`config.mk`:
```
export PLATFORM = sky130hd
export DESIGN_NAME = nid_id_reader
export DESIGN_NICKNAME = d
export VERILOG_FILES = /design/src/rtl/nid_pkg.sv /design/src/rtl/nid_shifter.sv /design/src/rtl/nid_ctrl.sv /design/src/rtl/nid_match.sv /design/src/rtl/nid_id_reader.sv
export SDC_FILE = /design/constraint.sdc
export NUM_CORES = 1
export LEC_CHECK = 0
export ABC_AREA = 0
export BUFFER_PORTS_ARGS = -buffer_cell sky130_fd_sc_hd__buf_2
export CAP_MARGIN = 20
export CORE_UTILIZATION = 49
export DETAILED_ROUTE_END_ITERATION = 16
export GPL_ROUTABILITY_DRIVEN = 1
export PLACE_DENSITY = 0.82
export SLEW_MARGIN = 15
export SYNTH_ARGS = -nofsm -noshare
export SYNTH_HDL_FRONTEND = slang
export SYNTH_SLANG_ARGS = --single-unit
```
`constraint.sdc`:
```
create_clock -name clk -period 3.1 [get_ports clk]
set_input_delay 0.93 -clock clk [delete_from_list [all_inputs] [get_ports clk]]
set_output_delay 0.93 -clock clk [all_outputs]
set_load 0.02 [all_outputs]
```
`src/rtl/nid_pkg.sv`:
```
`timescale 1ns/1ps
package nid_pkg;

    localparam logic [7:0] RDID_OPCODE = 8'h9F;
    localparam int         BYTE_W      = 8;

    typedef enum logic [1:0] {
        FRM_PLAIN = 2'd0,
        FRM_ADDR  = 2'd1,
        FRM_DUMMY = 2'd2,
        FRM_ALT   = 2'd3
    } frame_e;

    typedef enum logic [2:0] {
        ST_IDLE,
        ST_OPC,
        ST_PRE,
        ST_DATA,
        ST_FIN
    } rd_state_e;

    typedef struct packed {
        logic       hit;
        logic [7:0] idx;
    } match_res_t;

    function automatic logic frame_has_pre(input logic [1:0] m);
        return (m == FRM_ADDR) || (m == FRM_DUMMY);
    endfunction

endpackage

```
`src/rtl/nid_shifter.sv`:
```
`timescale 1ns/1ps
module nid_shifter
    import nid_pkg::*;
#(
    parameter int BW = BYTE_W,
    localparam int CW = $clog2(BW)
) (
    input  logic          clk,
    input  logic          rst,
    input  logic          start,
    input  logic [BW-1:0] tx_byte,
    input  logic          miso,
    output logic          sclk,
    output logic          mosi,
    output logic [BW-1:0] rx_byte,
    output logic          byte_done
);
    logic          active;
    logic          phase;
    logic [CW-1:0] bit_cnt;
    logic [BW-1:0] tx_sh;
    logic [BW-1:0] rx_sh;

    always_ff @(posedge clk) begin
        if (rst) begin
            active    <= 1'b0;
            phase     <= 1'b0;
            bit_cnt   <= '0;
            tx_sh     <= '0;
            rx_sh     <= '0;
            sclk      <= 1'b0;
            byte_done <= 1'b0;
        end else begin
            byte_done <= 1'b0;
            if (!active) begin
                if (start) begin
                    active  <= 1'b1;
                    phase   <= 1'b0;
                    bit_cnt <= '0;
                    tx_sh   <= tx_byte;
                    sclk    <= 1'b0;
                end
            end else if (!phase) begin
                sclk  <= 1'b1;
                rx_sh <= {rx_sh[BW-2:0], miso};
                phase <= 1'b1;
            end else begin
                sclk  <= 1'b0;
                phase <= 1'b0;
                tx_sh <= {tx_sh[BW-2:0], 1'b0};
                if (bit_cnt == CW'(BW - 1)) begin
                    active    <= 1'b0;
                    byte_done <= 1'b1;
                end else begin
                    bit_cnt <= bit_cnt + CW'(1);
                end
            end
        end
    end

    assign mosi    = tx_sh[BW-1];
    assign rx_byte = rx_sh;

endmodule

```
`src/rtl/nid_ctrl.sv`:
```
`timescale 1ns/1ps
module nid_ctrl
    import nid_pkg::*;
#(
    parameter int ID_MAX = 5,
    parameter int LEN_W  = 3
) (
    input  logic                  clk,
    input  logic                  rst,
    input  logic                  req,
    input  logic [1:0]            method_in,
    input  logic [LEN_W-1:0]      len_in,
    input  logic                  sh_done,
    input  logic [7:0]            sh_rx,
    output logic                  sh_start,
    output logic [7:0]            sh_tx,
    output logic                  cs_n,
    output logic                  busy,
    output logic                  fin,
    output logic [LEN_W-1:0]      cap_len,
    output logic [1:0]            cap_method,
    output logic [ID_MAX*8-1:0]   cap_id
);
    rd_state_e          st;
    logic [LEN_W-1:0]   cnt;
    logic [LEN_W-1:0]   clen;
    logic [1:0]         cm;
    logic [ID_MAX*8-1:0] id_q;
    logic               last_byte;

    function automatic logic [LEN_W-1:0] clamp_len(input logic [LEN_W-1:0] l);
        if (l == '0)
            return LEN_W'(1);
        else if (l > LEN_W'(ID_MAX))
            return LEN_W'(ID_MAX);
        else
            return l;
    endfunction

    assign last_byte = ((cnt + LEN_W'(1)) == clen);

    always_comb begin
        sh_start = 1'b0;
        sh_tx    = 8'h00;
        unique case (st)
            ST_IDLE: begin
                sh_start = req;
                sh_tx    = RDID_OPCODE;
            end
            ST_OPC:  sh_start = sh_done;
            ST_PRE:  sh_start = sh_done;
            ST_DATA: sh_start = sh_done && !last_byte;
            default: sh_start = 1'b0;
        endcase
    end

    always_ff @(posedge clk) begin
        if (rst) begin
            st   <= ST_IDLE;
            cs_n <= 1'b1;
            cnt  <= '0;
            clen <= LEN_W'(1);
            cm   <= '0;
            id_q <= '0;
        end else begin
            unique case (st)
                ST_IDLE: if (req) begin
                    st   <= ST_OPC;
                    cs_n <= 1'b0;
                    clen <= clamp_len(len_in);
                    cm   <= method_in;
                    id_q <= '0;
                    cnt  <= '0;
                end
                ST_OPC: if (sh_done)
                    st <= frame_has_pre(cm) ? ST_PRE : ST_DATA;
                ST_PRE: if (sh_done)
                    st <= ST_DATA;
                ST_DATA: if (sh_done) begin
                    for (int b = 0; b < ID_MAX; b++) begin
                        if (b == int'(cnt))
                            id_q[b*8 +: 8] <= sh_rx;
                    end
                    if (last_byte) begin
                        st   <= ST_FIN;
                        cs_n <= 1'b1;
                    end else begin
                        cnt <= cnt + LEN_W'(1);
                    end
                end
                ST_FIN:  st <= ST_IDLE;
                default: st <= ST_IDLE;
            endcase
        end
    end

    assign busy       = (st != ST_IDLE);
    assign fin        = (st == ST_FIN);
    assign cap_len    = clen;
    assign cap_method = cm;
    assign cap_id     = id_q;

endmodule

```
`src/rtl/nid_match.sv`:
```
`timescale 1ns/1ps
module nid_match
    import nid_pkg::*;
#(
    parameter int ID_MAX = 5,
    parameter int TBL_N  = 4,
    parameter int LEN_W  = 3,
    parameter int IDX_W  = 2
) (
    input  logic [ID_MAX*8-1:0]       cap_id,
    input  logic [LEN_W-1:0]          cap_len,
    input  logic [1:0]                cap_method,
    input  logic [TBL_N*ID_MAX*8-1:0] tbl_id,
    input  logic [TBL_N*LEN_W-1:0]    tbl_len,
    input  logic [TBL_N*2-1:0]        tbl_method,
    output logic                      hit_any,
    output logic [IDX_W-1:0]          hit_idx
);
    logic [TBL_N-1:0] hit;

    for (genvar e = 0; e < TBL_N; e++) begin : g_ent
        logic [LEN_W-1:0] elen;
        logic             bytes_eq;

        assign elen = tbl_len[e*LEN_W +: LEN_W];

        always_comb begin
            bytes_eq = 1'b1;
            for (int b = 0; b < ID_MAX; b++) begin
                if (b < int'(elen) &&
                    tbl_id[(e*ID_MAX + b)*8 +: 8] != cap_id[b*8 +: 8])
                    bytes_eq = 1'b0;
            end
        end

        assign hit[e] = (tbl_method[e*2 +: 2] == cap_method) &&
                        (elen != '0) && (elen <= cap_len) && bytes_eq;
    end

    always_comb begin
        hit_any = 1'b0;
        hit_idx = '0;
        for (int e = TBL_N - 1; e >= 0; e--) begin
            if (hit[e]) begin
                hit_any = 1'b1;
                hit_idx = IDX_W'(e);
            end
        end
    end

endmodule

```
`src/rtl/nid_id_reader.sv`:
```
`timescale 1ns/1ps
module nid_id_reader
    import nid_pkg::*;
#(
    parameter int ID_MAX = 5,
    parameter int TBL_N  = 4,
    localparam int LEN_W = $clog2(ID_MAX + 1),
    localparam int IDX_W = (TBL_N > 1) ? $clog2(TBL_N) : 1
) (
    input  logic                      clk,
    input  logic                      rst,
    input  logic                      start,
    input  logic [1:0]                rd_method,
    input  logic [LEN_W-1:0]          rd_len,
    input  logic [TBL_N*ID_MAX*8-1:0] tbl_id,
    input  logic [TBL_N*LEN_W-1:0]    tbl_len,
    input  logic [TBL_N*2-1:0]        tbl_method,
    output logic                      sclk,
    output logic                      cs_n,
    output logic                      mosi,
    input  logic                      miso,
    output logic                      busy,
    output logic                      done,
    output logic [ID_MAX*8-1:0]       id_bytes,
    output logic                      id_match,
    output logic [IDX_W-1:0]          match_idx
);
    logic             sh_start;
    logic [7:0]       sh_tx;
    logic [7:0]       sh_rx;
    logic             sh_done;
    logic             fin;
    logic [LEN_W-1:0] cap_len;
    logic [1:0]       cap_method;
    logic             hit_any;
    logic [IDX_W-1:0] hit_idx;

    nid_shifter #(.BW(8)) u_shift (
        .clk       (clk),
        .rst       (rst),
        .start     (sh_start),
        .tx_byte   (sh_tx),
        .miso      (miso),
        .sclk      (sclk),
        .mosi      (mosi),
        .rx_byte   (sh_rx),
        .byte_done (sh_done)
    );

    nid_ctrl #(.ID_MAX(ID_MAX), .LEN_W(LEN_W)) u_ctrl (
        .clk        (clk),
        .rst        (rst),
        .req        (start),
        .method_in  (rd_method),
        .len_in     (rd_len),
        .sh_done    (sh_done),
        .sh_rx      (sh_rx),
        .sh_start   (sh_start),
        .sh_tx      (sh_tx),
        .cs_n       (cs_n),
        .busy       (busy),
        .fin        (fin),
        .cap_len    (cap_len),
        .cap_method (cap_method),
        .cap_id     (id_bytes)
    );

    nid_match #(.ID_MAX(ID_MAX), .TBL_N(TBL_N), .LEN_W(LEN_W), .IDX_W(IDX_W)) u_match (
        .cap_id     (id_bytes),
        .cap_len    (cap_len),
        .cap_method (cap_method),
        .tbl_id     (tbl_id),
        .tbl_len    (tbl_len),
        .tbl_method (tbl_method),
        .hit_any    (hit_any),
        .hit_idx    (hit_idx)
    );

    always_ff @(posedge clk) begin
        if (rst) begin
            done      <= 1'b0;
            id_match  <= 1'b0;
            match_idx <= '0;
        end else begin
            done <= fin;
            if (fin) begin
                id_match  <= hit_any;
                match_idx <= hit_idx;
            end
        end
    end

endmodule

```
==> results of run 1 <==
-- metal layers --
metal  share of wire, %  up-vias  track usage [%]  wire length [microns]
li1                   -     2649                -                      -
met2                 48      245            48.70                   8409
met5                  0        -                0                      0
met3                7.3       44            4.901                   1283
met1                 41     2597            35.33                   7202
met4                3.4        0            13.80                    603
-- critical path, cell delays in order --
cell	delay, ps
buf_2	100
xor2_1	130
nor4_1	560
nand4_1	210
o22ai_1	340
o2bb2ai_2	160
nor4_1	80
nor3_2	140
-- placed cells by master (no fill, tap or decap), types with 3 or more instances in the layout --
cell | synthesis | layout
nor4_1 | 25 | 25
xnor2_1 | 97 | 97
xor2_1 | 76 | 76
a32oi_1 | 5 | 5
dfxtp_1 | 78 | 78
a22oi_1 | 5 | 5
ha_1 | 19 | 19
diode_2 | 0 | 3
nor3_1 | 3 | 3
o21ai_0 | 8 | 8
buf_2 | 6 | 236
o311ai_0 | 4 | 4
o22ai_1 | 4 | 4
clkbuf_16 | 0 | 9
inv_1 | 16 | 16
nand4_1 | 23 | 23
nor2b_1 | 5 | 5
nand2b_1 | 6 | 6
and2_1 | 9 | 9
nand3_1 | 5 | 5
nor2_1 | 77 | 77
a21oi_1 | 42 | 42
mux2i_1 | 41 | 41
nand2_1 | 33 | 33
-- logic make-up after synthesis --
logic type	synth area share (%)
compound gates	10.24
mux	7.303
buf+inv	6.324
xor+xnor	26.96
fa+ha+maj	4.231
simple gates	17.15
flops	27.79
-- flip-flops by register name (all words and copies together) (netlist names) --
signal	flops
u_ctrl.cap_method	2
done	1
match_idx	2
u_shift.sclk	1
u_shift.tx_sh	8
u_ctrl.st	3
u_shift.active	1
u_shift.byte_done	1
u_shift.rx_byte	8
u_shift.bit_cnt	3
u_ctrl.cs_n	1
u_ctrl.cap_id	40
id_match	1
u_ctrl.cnt	3
u_ctrl.cap_len	3
-- worst paths after layout --
path / slack (ps) / start / to / cells past startpoint
setup / recovery: 700 / tbl_id[92] / id_match / 8
hold / removal: 460 / u_shift.rx_byte[7] / u_shift.rx_byte[7] / 2
setup reg to reg: 700 / u_ctrl.cnt[0] / u_shift.bit_cnt[1] / 9
hold reg to reg: 460 / u_shift.rx_byte[7] / u_shift.rx_byte[7] / 2
-- cell type report --
type                            instances  area [sq um]
Antenna cell                            3         7.507
Fill cell                             951          3933
Inverter                               17         63.81
Sequential cell                        78          1562
Clock inverter                          5         81.33
Timing Repair Buffer                  239          1216
Multi-Input combinational cell        517          3702
Tap cell                              140         175.2
Clock buffer                           11         242.7
-- power groups by stage --
stage / Clock [W] / Sequential (W) / Combinational [W]
after floorplan: 0 / 0.00107 / 0.000337
after global placement: 0 / 0.00107 / 0.000536
after detailed placement: 0 / 0.00108 / 0.000544
after CTS: 0.00114 / 0.00105 / 0.000550
after global routing: 0.00119 / 0.00106 / 0.000606
final: 0.00114 / 0.00105 / 0.000550
-- metrics by stage --
| stage | utilization, % | total power [W] | hold slack, ps | cell area, sq um |
|---|---|---|---|---|
| 2_1_floorplan | - | 0.001403 | 431.7 | 5619 |
| 3_3_place_gp | 61.18 | 0.001611 | 441.9 | 6719 |
| 3_5_place_dp | 61.18 | 0.001620 | 452.0 | 6719 |
| 4_1_cts | 64.13 | 0.002747 | 462.5 | 7043 |
| 5_1_grt | 64.15 | 0.002853 | 492.5 | 7046 |
| 6_report | 64.19 | 0.002740 | 459.7 | 7051 |
==> run summary, run 1 <==
CP Data Required Time: 3360 ps
RSZ-0062 raised after global routing: false
Most frequent cell after synthesis: xnor2_1
Post-Route WL: 17.50 mm
Fin cells: 1010
Area share of the largest cell type after synthesis: 27.79%
CTS root buffer: clkbuf_16
Vias post-DR: 5535
Crit path time final: 2400 ps
Pin count of the biggest net entering global routing: 52
DR pass1 iterations: 7
Setup TNS Final: 0 ps
Hold Fails Final Rpt: 0
Detail Placement HPWL: 13.89 mm
Routed vias/inst: 5.480
Sinks on Clock Net: 78
Cts repair resizes: 0
Slew HR: 56.44%
Die W: 109.1 microns
Synth async-reset ratio: 0%
Yosys top cell by area: dfxtp_1
P_leak: 3.306 nW
Max-slew violations: 0
Net count, final: 1070
Comb pwr share: 20.1%
Vias in the first global route: 5095
Outcome: complete, no violations
Sw Share: 26.37%
Clk network pwr share: 41.4%
Synth warn: 0
I/O Pins: 237
Top cells by area, synth: dfxtp_1 28%, xnor2_1 15%, xor2_1 12%, mux2i_1 7.3%, nor2_1 5.1%
WP data arrival: 2660 ps
Cell count after synthesis: 673
Switching power total: 0.0007224 W
CP Capture Type: register
DRC viols: 0
H-tree levels: 3
CTS tree: done
GRT Overall Usage: 28.82%
Sequential Power Share: 38.5%
Pre-CTS setup slack: 409.5 ps
Crit path kind: in -> reg
Sequential area share after synthesis: 27.79%
Clk pin slew, worst setup/hold paths: 60 ps
Rows: 38
Period utilization: 77.43%
Most used flip-flop cell after synthesis: dfxtp_1
Pwr dens: 388.6 mW/mm^2
DP Cell Count: 991
Global route overflow: 0
Netlist cell types: 51
Core ar.: 0.01098 sq mm
Syn nets: 881
Die Area: 0.01190 sq mm
#FFs+latches synth: 78
Post-synth top cells: 97 x xnor2_1, 78 x dfxtp_1, 77 x nor2_1
Least-Margin Pin Slew: 652.0 ps
# hold bufs at CTS: 0
Layout overhead on the synthesized area: 25.47%
Number of I/O port buffers: 236
Final GP Congestion: 0.8959
DRT iter0 DRCs: 428
HP Class: reg -> reg
CP Launch Type: input port
Critical Path Fanout Max: 2
Int Power: 0.002017 W
EDFF count, synth: 0
Initial antenna violation count: 1
Layout cells sized above 1: 30.33%
TritonCTS Buffers: 9
First-pass GRT wire length: 25.72 mm
Routed wire length per instance: 17.33 microns
Final worst setup slack: 699.7 ps
Synthesized area per cell: 8.349 sq um
CTS Buffer Depth: 2
Worst vdd ir: 275.6 uV
# Max-Cap Violations: 0
Clk_lat worst skew: 330 ps
Routed Antenna Nets: 0
FMAX: 416.6 MHz
Final Skew: 4.195 ps
Cell area after synthesis: 0.005619 sq mm
Initial Util: 51.16%
Chip height: 109.1 microns
Setup violations, final: 0
Setup bufs post-CTS: 0
Note: power is estimated with default switching activity, not from simulation.
==> run 2: changes to the inputs <==
--- a/config.mk
+++ b/config.mk
@@ -8,10 +8,10 @@
 export ABC_AREA = 0
 export BUFFER_PORTS_ARGS = -buffer_cell sky130_fd_sc_hd__buf_2
 export CAP_MARGIN = 20
-export CORE_UTILIZATION = 49
+export CORE_UTILIZATION = 44
 export DETAILED_ROUTE_END_ITERATION = 16
 export GPL_ROUTABILITY_DRIVEN = 1
-export PLACE_DENSITY = 0.82
+export PLACE_DENSITY = 0.77
 export SLEW_MARGIN = 15
 export SYNTH_ARGS = -nofsm -noshare
 export SYNTH_HDL_FRONTEND = slang
==> constraint.sdc (replaced) <==
create_clock -name clk -period 2 [get_ports clk]
set_input_delay 0.6 -clock clk [delete_from_list [all_inputs] [get_ports clk]]
set_output_delay 0.6 -clock clk [all_outputs]
set_load 0.02 [all_outputs]
==> run summary, run 2 (synthesized netlist as in run 1, its figures left out) <==
Final GP Congestion: 0.8891
Setup violations, final: 12
Least-Margin Pin Slew: 627.5 ps
FMAX: 484.1 MHz
Net count, final: 1170
Critical Path Fanout Max: 13
Clk_lat worst skew: 330 ps
RSZ-0062 raised after global routing: true
WP data arrival: 2270 ps
Ant diodes: 0
HP Class: reg -> reg
P_leak: 3.885 nW
Worst path max stage delay: 360 ps
CTS tree: done
Most frequent cells in the layout: 236 x buf_2, 97 x xnor2_1, 92 x buf_4
Worst vdd ir: 469.6 uV
CP Launch Type: register
Core ar.: 0.01221 sq mm
Layout cells sized above 1: 44.26%
Outcome: finished, violations left
Sinks on Clock Net: 78
Commonest non-fill, non-tap cell in the layout: buf_2
Rows: 40
DRC viols: 0
Max FFs per register: 40
Pwr dens: 533.6 mW/mm^2
Slew HR: 57.64%
CP Data Required Time: 2200 ps
Clk pin slew, worst setup/hold paths: 60 ps
Hold Fails Final Rpt: 0
Die W: 115.0 microns
TritonCTS Buffers: 9
Die Area: 0.01323 sq mm
Final worst setup slack: -65.56 ps
Crit path top cell by count: ha_4
CTS root buffer: clkbuf_16
Worst path cell trace: ha_4, ha_4, xor2_1, a41o_1, o311ai_2, nand2_1, buf_4, a22oi_1, nor2_1
Period utilization: 103.3%
Pin count of the biggest net entering global routing: 32
Detail Placement HPWL: 15.30 mm
DRT iter0 DRCs: 393
Chip height: 115.0 microns
Vias post-DR: 5812
Number of I/O port buffers: 236
Post-layout util: 67.11%
Final Skew: 6.289 ps
GRT Overall Usage: 28.00%
Crit path kind: reg -> reg
H-tree levels: 3
Violated checks: negative setup slack
Routed vias/inst: 5.121
Layout overhead on the synthesized area: 45.85%
Post-Route WL: 19.06 mm
I/O Pins: 237
Initial antenna violation count: 0
CTS Buffer Depth: 2
# fillers: 1005
CP Capture Type: register
Routed wire length per instance: 16.79 microns
Global route overflow: 0
Initial Util: 46.01%
Max stage delay cell, worst path: dfxtp_4
Vias in the first global route: 5631
DR pass1 iterations: 5
First-pass GRT wire length: 28.23 mm
# Max-Cap Violations: 0
Crit path time final: 2066 ps
Routed Antenna Nets: 0
Max-slew violations: 0
Tot Pwr: 0.004373 W
==> run 2: layout make-up <==
type / instances / area, sq um / area share, %
Inverter: 17 / 66.31 / 0.8092
Timing Repair Buffer: 339 / 2039 / 24.89
Multi-Input combinational cell: 517 / 3946 / 48.15
Sequential cell: 78 / 1619 / 19.76
Clock buffer: 10 / 229.0 / 2.794
Tap cell: 168 / 210.2 / 2.565
Clock inverter: 6 / 85.08 / 1.038
==> run 2: final timing paths <==
path / startpoint / end / slack, ps / depth (start not counted)
max: u_ctrl.cnt[0] / u_shift.tx_sh[0] / -70 / 9
min: u_shift.rx_byte[7] / u_shift.rx_byte[7] / 460 / 2
max reg2reg: u_ctrl.cnt[0] / u_shift.tx_sh[0] / -70 / 9
min reg2reg: u_shift.rx_byte[7] / u_shift.rx_byte[7] / 460 / 2
==> run 2: power by group <==
part	internal, W	total [W]	switching, W
combinational	0.000524	0.00104	0.000511
clock	0.00109	0.00171	0.000623
sequential	0.00158	0.00162	0.0000417
==> run 2: timing repair <==
action / 4_1_cts / 5_1_grt
endpoints found under the setup margin: 22 / 29
buffers inserted: 1 / 3
pin swaps: 10 / 21
gates resized for setup: 15 / 61
hold buffers: 0 / 0
==> run 2: per-stage QoR <==
| stage | worst slack (ps) | cells | setup TNS (ps) | hold slack [ps] | area, sq um |
|---|---|---|---|---|---|
| after global routing | -139.9 | 1135 | -1459 | 477.0 | 8195 |
| after CTS | -60.71 | 1134 | -288.1 | 456.3 | 7979 |
| after global placement | -348.5 | 1117 | -1527 | 438.3 | 7609 |
| final | -65.56 | 1135 | -324.2 | 456.8 | 8195 |
| after floorplan | -43.20 | 673 | -211.8 | 431.7 | 5700 |
| after detailed placement | -405.5 | 1117 | -2246 | 445.9 | 7609 |
==> run 2: critical path: cells and delay by family (launching register included) <==
| kind | cells | cell delay, ps |
|---|---|---|
| AOI/OAI and AO/OA | 3 | 660 |
| adders and majority gates | 2 | 370 |
| DFF | 1 | 360 |
| buffers and inverters | 1 | 200 |
| and+or+nand+nor | 2 | 180 |
| xor gates and xnor gates | 1 | 170 |
==> run 2: per-layer routing <==
metal | global-route usage, % | vias to the layer above | routed length, microns
met1 | 32.94 | 2693 | 7623
met5 | 0 | - | 0
met4 | 11.08 | 0 | 615
met2 | 49.24 | 232 | 9450
met3 | 6.378 | 48 | 1371
li1 | - | 2839 | -
